==> src/rtl/pp_wake_pkg.sv <==
package pp_wake_pkg;
  typedef enum logic [1:0] {ST_HUNT, ST_ARMED, ST_STB} wake_st_e;

  localparam int PAT_LEN = 7;
  localparam int IDX_W   = $clog2(PAT_LEN + 1);
  localparam int IDX_HI  = 5;  // last match was FF
  localparam int IDX_MID = 6;  // last match was 87

  localparam logic [7:0] CMD_ON    = 8'h20;
  localparam logic [7:0] CMD_OFF   = 8'h30;
  localparam logic [7:0] CMD_PROBE = 8'h00;
  localparam logic [3:0] CTL_REST  = 4'h4;
  localparam logic [3:0] CTL_STB   = 4'h5;

  function automatic logic [7:0] pat_byte(input logic [IDX_W-1:0] i);
    case (i)
      3'd0:    pat_byte = 8'hFE;
      3'd1:    pat_byte = 8'hAA;
      3'd2:    pat_byte = 8'h55;
      3'd3:    pat_byte = 8'h00;
      3'd4:    pat_byte = 8'hFF;
      3'd5:    pat_byte = 8'h87;
      default: pat_byte = 8'h78;
    endcase
  endfunction
endpackage

==> src/rtl/pp_sync.sv <==
module pp_sync #(
  parameter int W      = 8,
  parameter int STAGES = 2  // must be >= 2
) (
  input  logic         clk_i,
  input  logic         rst_ni,
  input  logic [W-1:0] d_i,
  output logic [W-1:0] q_o
);
  logic [STAGES-1:0][W-1:0] stg;

  always_ff @(posedge clk_i or negedge rst_ni) begin
    if (!rst_ni) stg <= '0;
    else         stg <= {stg[STAGES-2:0], d_i};
  end

  assign q_o = stg[STAGES-1];
endmodule

==> src/rtl/pp_seq_match.sv <==
module pp_seq_match
  import pp_wake_pkg::*;
#(
  parameter int DW = 8,
  parameter int CW = 4
) (
  input  logic             clk_i,
  input  logic             rst_ni,
  input  logic [DW-1:0]    byte_i,
  input  logic [CW-1:0]    ctl_i,
  output wake_st_e         st_o,
  output logic [IDX_W-1:0] idx_o,
  output logic [DW-1:0]    cmd_o,
  output logic             fire_o
);
  wake_st_e         st_q, st_d;
  logic [IDX_W-1:0] idx_q, idx_d, idx_rst;
  logic [DW-1:0]    prev_q, cmd_q, cmd_d;
  logic             chg, legal;

  assign chg     = (byte_i != prev_q);
  assign idx_rst = (byte_i == pat_byte('0)) ? IDX_W'(1) : '0;
  assign legal   = (byte_i == CMD_ON) || (byte_i == CMD_OFF) || (byte_i == CMD_PROBE);

  always_comb begin
    st_d   = st_q;
    idx_d  = idx_q;
    cmd_d  = cmd_q;
    fire_o = 1'b0;
    if (chg) begin
      // a data change always wins over a strobe in the same cycle
      if (st_q == ST_HUNT && idx_q == IDX_W'(PAT_LEN)) begin
        if (legal) begin
          st_d  = ST_ARMED;
          cmd_d = byte_i;
          idx_d = '0;
        end else begin
          idx_d = idx_rst;
        end
      end else if (st_q == ST_HUNT && byte_i == pat_byte(idx_q)) begin
        idx_d = idx_q + 1'b1;
      end else begin
        st_d  = ST_HUNT;
        idx_d = idx_rst;
      end
    end else begin
      case (st_q)
        ST_ARMED: if (ctl_i == CTL_STB) st_d = ST_STB;
        ST_STB: if (ctl_i == CTL_REST) begin
          fire_o = 1'b1;
          st_d   = ST_HUNT;
          idx_d  = '0;
        end
        default: ;
      endcase
    end
  end

  always_ff @(posedge clk_i or negedge rst_ni) begin
    if (!rst_ni) begin
      st_q   <= ST_HUNT;
      idx_q  <= '0;
      cmd_q  <= '0;
      prev_q <= '0;
    end else begin
      st_q   <= st_d;
      idx_q  <= idx_d;
      cmd_q  <= cmd_d;
      prev_q <= byte_i;
    end
  end

  assign st_o  = st_q;
  assign idx_o = idx_q;
  assign cmd_o = cmd_q;
endmodule

==> src/rtl/pp_cmd_exec.sv <==
module pp_cmd_exec
  import pp_wake_pkg::*;
#(
  parameter int          DW      = 8,
  parameter logic [11:0] ID_CODE = 12'hB5F
) (
  input  logic             clk_i,
  input  logic             rst_ni,
  input  logic             fire_i,
  input  logic [DW-1:0]    cmd_i,
  input  wake_st_e         st_i,
  input  logic [IDX_W-1:0] idx_i,
  output logic             en_o,
  output logic             eng_rst_o,
  output logic [3:0]       nib_o
);
  always_ff @(posedge clk_i or negedge rst_ni) begin
    if (!rst_ni) begin
      en_o      <= 1'b0;
      eng_rst_o <= 1'b0;
    end else begin
      eng_rst_o <= 1'b0;
      if (fire_i) begin
        case (cmd_i)
          CMD_ON: begin
            en_o      <= 1'b1;
            eng_rst_o <= 1'b1;
          end
          CMD_OFF:   en_o      <= 1'b0;
          CMD_PROBE: eng_rst_o <= 1'b1;
          default: ;
        endcase
      end
    end
  end

  always_comb begin
    nib_o = '0;
    if (st_i == ST_STB)                                     nib_o = ID_CODE[3:0];
    else if (st_i == ST_HUNT && idx_i == IDX_W'(IDX_HI))  nib_o = ID_CODE[11:8];
    else if (st_i == ST_HUNT && idx_i == IDX_W'(IDX_MID)) nib_o = ID_CODE[7:4];
  end
endmodule

==> src/rtl/pp_wake_detect.sv <==
module pp_wake_detect
  import pp_wake_pkg::*;
#(
  parameter int          DW          = 8,
  parameter int          CW          = 4,
  parameter int          SYNC_STAGES = 2,
  parameter logic [11:0] ID_CODE     = 12'hB5F
) (
  input  logic          clk_i,
  input  logic          rst_ni,
  input  logic [DW-1:0] pdata_i,
  input  logic [CW-1:0] pctl_i,
  output logic [3:0]    stat_o,
  output logic          enabled_o,
  output logic          eng_rst_o
);
  logic [DW-1:0]    data_s, cmd;
  logic [CW-1:0]    ctl_s;
  logic [IDX_W-1:0] idx;
  logic             fire;
  wake_st_e         st;

  pp_sync #(.W(DW), .STAGES(SYNC_STAGES)) i_sync_data (
    .clk_i(clk_i), .rst_ni(rst_ni), .d_i(pdata_i), .q_o(data_s)
  );

  pp_sync #(.W(CW), .STAGES(SYNC_STAGES)) i_sync_ctl (
    .clk_i(clk_i), .rst_ni(rst_ni), .d_i(pctl_i), .q_o(ctl_s)
  );

  pp_seq_match #(.DW(DW), .CW(CW)) i_match (
    .clk_i(clk_i), .rst_ni(rst_ni), .byte_i(data_s), .ctl_i(ctl_s),
    .st_o(st), .idx_o(idx), .cmd_o(cmd), .fire_o(fire)
  );

  pp_cmd_exec #(.DW(DW), .ID_CODE(ID_CODE)) i_exec (
    .clk_i(clk_i), .rst_ni(rst_ni), .fire_i(fire), .cmd_i(cmd),
    .st_i(st), .idx_i(idx), .en_o(enabled_o), .eng_rst_o(eng_rst_o),
    .nib_o(stat_o)
  );
endmodule

==> config.mk <==
export PLATFORM = sky130hd
export DESIGN_NAME = pp_wake_detect
export DESIGN_NICKNAME = d
export VERILOG_FILES = /design/src/rtl/pp_wake_pkg.sv /design/src/rtl/pp_sync.sv /design/src/rtl/pp_seq_match.sv /design/src/rtl/pp_cmd_exec.sv /design/src/rtl/pp_wake_detect.sv
export SDC_FILE = /design/constraint.sdc
export NUM_CORES = 1
export LEC_CHECK = 0
export BUFFER_PORTS_ARGS = -buffer_cell sky130_fd_sc_hd__buf_4
export CORE_AREA = 2 2 60 67
export CTS_BUF_LIST = sky130_fd_sc_hd__clkbuf_4
export DETAILED_ROUTE_END_ITERATION = 6
export DIE_AREA = 0 0 62 69
export GPL_ROUTABILITY_DRIVEN = 0
export PLACE_DENSITY = 0.75
export SETUP_SLACK_MARGIN = 0.05
export SLEW_MARGIN = 20
export SYNTH_ARGS = -nofsm -noshare
export SYNTH_HDL_FRONTEND = slang
export SYNTH_SLANG_ARGS = --single-unit
==> constraint.sdc <==
create_clock -name clk_i -period 1.9 [get_ports clk_i]
set_input_delay 0.095 -clock clk_i [delete_from_list [all_inputs] [get_ports clk_i]]
set_output_delay 0.095 -clock clk_i [all_outputs]
set_load 0.02 [all_outputs]
==> Word-level counts from Yosys, hierarchy flattened <==
Index checks and enable logic that the tools add are counted.
{ "totals": {"reg_bits": 47, "out_inout_bits": 6, "in_bits": 14} }
{ "classes": {"n_reduce_logical": 19, "mux": 26, "eq_ne": 22, "addsub": 1} }
{ "ops": {"columns": ["cell", "n"], "rows": [
  ["$pmux 8 s6", 1],
  ["$eq 8x6->1 const B", 4],
  ["$mux 3", 7],
  ["$logic_not 8->1", 2],
  ["$mux 8", 2],
  ["$eq 3x3->1 const B", 4],
  ["$mux 2", 6],
  ["$ne 3x3->1 const B", 3],
  ["$eq 4x3->1 const B", 2],
  ["$eq 8x8->1", 1],
  ["$eq 8x8->1 const B", 1],
  ["$mux 4", 2],
  ["$ne 8x8->1", 1],
  ["$eq 3x2->1 const B", 2],
  ["$mux 1", 6],
  ["$reduce_bool 2->1", 3],
  ["$reduce_and 5->1", 1],
  ["$logic_and 1x1->1", 4],
  ["$pmux 2 s2", 1],
  ["$reduce_and 2->1", 2],
  ["$add 3x1->3 const B", 1],
  ["$eq 3x1->1 const B", 1],
  ["$logic_not 3->1", 1],
  ["$ne 3x1->1 const B", 1],
  ["8 further kinds", 9]
]} }

==> Longest topological paths before layout <==
{ "logic_depth": {"depth_word": 9, "ltp_mapped": 9} }

==> By module <==
A second synthesis with hierarchy kept.
{ "unflattened": {"hier_cells": 159, "hier_area_um2": 1975.6} }
{ "modules_own_cells": {"columns": ["mod", "cells_each", "seq_area_each_um2", "area_per_inst_um2", "n_inst"], "rows": [
  ["pp_seq_match", 104, 525.5, 1137.3, 1],
  ["pp_sync (i_sync_data)", 24, 400.4, 460.4, 1],
  ["pp_sync (i_sync_ctl)", 12, 200.2, 230.2, 1],
  ["pp_cmd_exec", 19, 50.0, 147.6, 1]
]} }

==> Worst setup path before layout <==
OpenSTA, ideal clock, no wires.
{ "synth_path": {"path_type": "flip-flop to flip-flop", "start": "register i_match.idx_q[1] (netlist: i_match.idx_o[1])", "end": "register i_match.idx_q[0] (netlist: i_match.idx_o[0])", "setup_time_ns": 0.122, "slack_ns": -0.158, "arrival_ns": 1.936, "path_stages_with_launch": 10, "cell_sequence": "dfrtp_1 buf_2 inv_1 ha_1 nor3b_1 nor3_1 nor4bb_1 o2111a_1 mux2i_1 a32o_1"} }
{ "synth_via": {"elab_chain_len": 9, "elab_cells_between_ends": 16, "cone_classes": "7 x eq/ne; 6 x mux; 3 x reduce/logical"} }
{ "synth_lines": {"columns": ["element", "line_no", "source"], "rows": [
  ["start: declaration", "pp_seq_match.sv:17", "logic [IDX_W-1:0] idx_q, idx_d, idx_rst;"],
  ["start signal: assignment", "pp_seq_match.sv:67", "idx_q <= idx_d;"],
  ["$eq 3x3->1 (tied with other cells)", "pp_wake_pkg.sv:16", "case (i)"],
  ["$pmux 8 s6", "pp_wake_pkg.sv:16", null],
  ["$mux 8", "pp_seq_match.sv:32", "if (st_q == ST_HUNT && idx_q == IDX_W'(PAT_LEN)) begin"],
  ["$mux 8", "pp_seq_match.sv:30", "if (chg) begin"],
  ["$eq 8x8->1", "pp_seq_match.sv:40", "end else if (st_q == ST_HUNT && byte_i == pat_byte(idx_q)) begin"],
  ["$logic_and 1x1->1", "pp_seq_match.sv:40", null],
  ["$mux 3", "pp_seq_match.sv:40", null],
  ["$mux 3 *", "pp_seq_match.sv:32", null],
  ["$mux 3 *", "pp_seq_match.sv:30", null]
]} }
Mark *: on every way between the ends. The rest lies on a longest branch, timed or not. The select of a mux whose other input is x is not followed.
A chain may end at the register's enable or synchronous reset.

==> Worst setup path after layout <==
{ "layout_path": {"start": "register i_match.idx_q[0] (netlist: i_match.idx_o[0])", "end": "register i_match.idx_q[0] (netlist: i_match.idx_o[0])"} }
The elaborated chain is that of the path after synthesis.

==> results.yml <==
routing:
  routed_via_density: 5.16
  drtPass1Iterations: 4
  vias: 1290
  drcViolationCount: 0
  drt_iter0_drc: 33
  wl_per_cell_microns: 13.7
  drt-total-wl_mm: 3.43
  ant_nets: 0
cells_and_area:
  regArea_sq_um: 1180
  drive_above_1_share: 0.335
  diodes: 0
  multi_input_area_sq_um: 762
  final_cells: 250
  area_delta_synth_final_pct: 32.1
  final_nets: 218
  fillers: 252
global_routing:
  grt_pass1_wl_mm: 5.66
  grt_max_degree: 48
  busiest_layer: "met2"
  use_met2: 0.309
  antenna_found_initial: 0
  grt_usage: 0.183
  grt-ovfl-total: 0
  use_met3: 0.0544
  grt_pass1_vias: 1329
  grt_use_met1: 0.197
die:
  die_area_sq_um: 4280
  ioPinCount: 20
  rows: 23
  die_h_microns: 69
  core-area_sq_um: 3600
  die_x_microns: 62
  start_util: 0.520
placement:
  dpl.hpwl_mm: 2.34
  pre_cts_ws_ns: -0.101
  dp.cells: 222
  numPortBuffers: 19
power:
  p_switching_uw: 365
  vdd_drop_max_mv: 0.516
  pwr_density_cell_nw_per_um2: 647
  p_clk_frac: 0.271
  p_leak_uw: 0.00112
  pwr-share-comb: 0.064
  intPower_uw: 1230
  swShare: 0.228
  p_seq_frac: 0.665
sta:
  hold_viol: 0
  fin_crit_sh: 0.997
  rsz0062_at_grt: "true"
  tns_ns: 0
  fmaxAchievable_ghz: 0.528
  period_needed_ns: 1.90
  setup_violations: 0
  worst_slew_pin_slew_ns: 0.546
  report.final.slew_viol_count: 0
  max_slew_margin: 0.636
  layout_setup_ws_ns: 0.00496
  fin_skew_ns: 0.0146
worst_setup_path:
  critPathMaxFanout: 3
  cp-end-kind: "register"
  start_kind: "register"
  worstPathArrival_ns: 2.16
  crit_chain: "inv_1 -> ha_4 -> nor3b_4 -> nor3_2 -> nor4bb_2 -> o2111a_2 -> mux2i_1 -> a32o_1"
  cp_slowest_cell: "dfrtp_1"
  cp_data_required_time_ns: 2.17
  max_stage_delay_ns: 0.41
  crit_type: "reg2reg"
yosys:
  dominantRegCellSynth: "dfrtp_1"
  syn_nets: 169
  syn_area_per_cell_sq_um: 12.5
  synth_area_sq_um: 1870
  yosysSeqAreaShare: 0.629
  synth_area_leaders: "dfrtp_1 63%, xnor2_1 4.2%, ha_1 3.3%, nor2b_1 3.3%, o21ai_0 1.6%"
  synth_area_leader_cell: "dfrtp_1"
  ys_types: 37
  synth_edf_count: 0
  synth_top_area_share: 0.629
  synthCells: 150
  yosys_warnings: 0
  synthArstFlopShare: 1.00
  ys_seq_elements: 47
clock_tree:
  tritoncts: "done"
  cts_root_buf: "clkbuf_4"
  clockBufferDepth: 2
  h-tree-depth: 2
  cts_buffers: 5
  clk_latency_ns: 0.36
  cts_sinks: 47
  clk_pin_slew_ns: 0.13
run:
  cap_violations: 0
min_path:
  hp-class: "in2async"
outcome:
  status: "completed"
[metal layers]
metal	share of wire	wire, microns	vias to the layer above
met3	0.033	112	9
met4	0.025	85	0
met5	0	0	-
met1	0.38	1320	637
li1	-	-	619
met2	0.56	1920	25
[stage by stage]
step / util / power, uW / area [sq um] / hold WS [ns]
final: 0.687 / 1600 / 2470 / 0.239
after global routing: 0.687 / 1680 / 2470 / 0.271
after CTS: 0.663 / 1610 / 2380 / 0.252
after detailed placement: 0.593 / 1160 / 2130 / 0.119
after global placement: 0.593 / 1150 / 2130 / 0.111
after floorplan: - / 1110 / 1900 / -0.201
[worst max-delay path, delay by kind of cell, from the launching register on]
kind                     cells  cell delay (ns)
flip-flops                   1             0.41
adder cells (fa/ha/maj)      1             0.19
AO/OA/AOI/OAI                2             0.46
multiplexers                 1             0.07
AND/OR/NAND/NOR              3             0.53
buffers and inverters        1             0.12
[cell type report]
class | instances | area share
Sequential cell | 47 | 0.477
Inverter | 5 | 0.00861
Tap cell | 50 | 0.0253
Clock buffer | 5 | 0.0152
Multi-Input combinational cell | 94 | 0.309
Clock inverter | 3 | 0.00608
Timing Repair Buffer | 46 | 0.159
[path summary, 6_finish.rpt]
kind / from / end / slack (ns) / cells after the start
setup / recovery: i_match.idx_o[0] / i_match.idx_o[0] / 0.005 / 8
hold / removal: rst_ni / i_match.cmd_o[3] / 0.24 / 2
setup reg to reg: i_match.idx_o[0] / i_match.idx_o[0] / 0.005 / 8
hold reg to reg: i_sync_data.stg[3] / i_sync_data.q_o[3] / 0.36 / 0
max in group asynchronous: rst_ni / i_match.idx_o[2] / 1.27 / 2
min in group clk_i: i_sync_data.stg[3] / i_sync_data.q_o[3] / 0.36 / 0
[timing repair]
item | in CTS | in global routing
gates cloned | 0 | 0
resized for setup | 9 | 18
hold endpoints to repair | 59 | 0
pin swaps | 7 | 13
setup endpoints to repair | 3 | 8
hold buffers | 13 | 0
setup buffers | 5 | 2
[synth_stat cells (3+ instances only)]
| library cell | instances |
|---|---|
| nor3b_1 | 3 |
| nand4_1 | 3 |
| a21oi_1 | 4 |
| nor2_1 | 8 |
| dfrtp_1 | 47 |
| a211oi_1 | 3 |
| nor3_1 | 3 |
| nor2b_1 | 10 |
| xnor2_1 | 9 |
| nand2_1 | 8 |
| o21ai_0 | 6 |
| ha_1 | 5 |
| nand3_1 | 3 |
| xor2_1 | 3 |
| inv_1 | 5 |
| nor2_2 | 3 |
[power groups by stage]
stage	sequential (uW)	clock (uW)	combinational [uW]
floorplan	1070	0	36.9
global placement	1080	0	74.9
detailed placement	1080	0	78.2
CTS	1060	446	102
global route	1070	498	114
finish	1060	432	103
[state kept, by name, summed over array words and instances, names as in the netlist]
register	cells
i_match.prev_q	8
i_exec.en_o	1
i_exec.eng_rst_o	1
i_sync_ctl.q_o	4
i_match.cmd_o	8
i_match.idx_o	3
i_match.st_o	2
i_sync_ctl.stg	4
i_sync_data.q_o	8
i_sync_data.stg	8
[cells in the final DEF (no fill, tap or decap), drive strengths merged, types with 2 or more instances in the layout]
| cell | synthesis | routed |
|---|---|---|
| dlygate4sd3 | 0 | 13 |
| xor2 | 3 | 3 |
| nand4 | 3 | 3 |
| clkinv | 0 | 3 |
| clkbuf | 1 | 5 |
| nor3b | 3 | 3 |
| a211oi | 3 | 3 |
| o21ai | 7 | 7 |
| nor3 | 3 | 3 |
| inv | 5 | 5 |
| nor2b | 10 | 10 |
| ha | 5 | 5 |
| nor4bb | 2 | 2 |
| nand2 | 8 | 8 |
| and3b | 2 | 2 |
| a21oi | 4 | 4 |
| dfrtp | 47 | 47 |
| a31oi | 2 | 2 |
| mux2 | 2 | 2 |
| xnor2 | 9 | 9 |
| nand3 | 3 | 3 |
| nor2 | 11 | 11 |
| buf | 3 | 33 |
| nor4 | 2 | 2 |
[cells by family (layout without fill, tap and decap cells)]
group                    Yosys count  after routing  share of synthesized area
AND/OR/NAND/NOR                   53             53                      0.170
flip-flops                        47             47                      0.629
multiplexers                       3              3                     0.0174
adder cells (fa/ha/maj)            5              5                     0.0335
buffers and inverters              9             59                     0.0214
AO/OA/AOI/OAI                     21             21                     0.0723
XOR/XNOR                          12             12                     0.0562
Note: power is estimated with default switching activity, not from simulation.
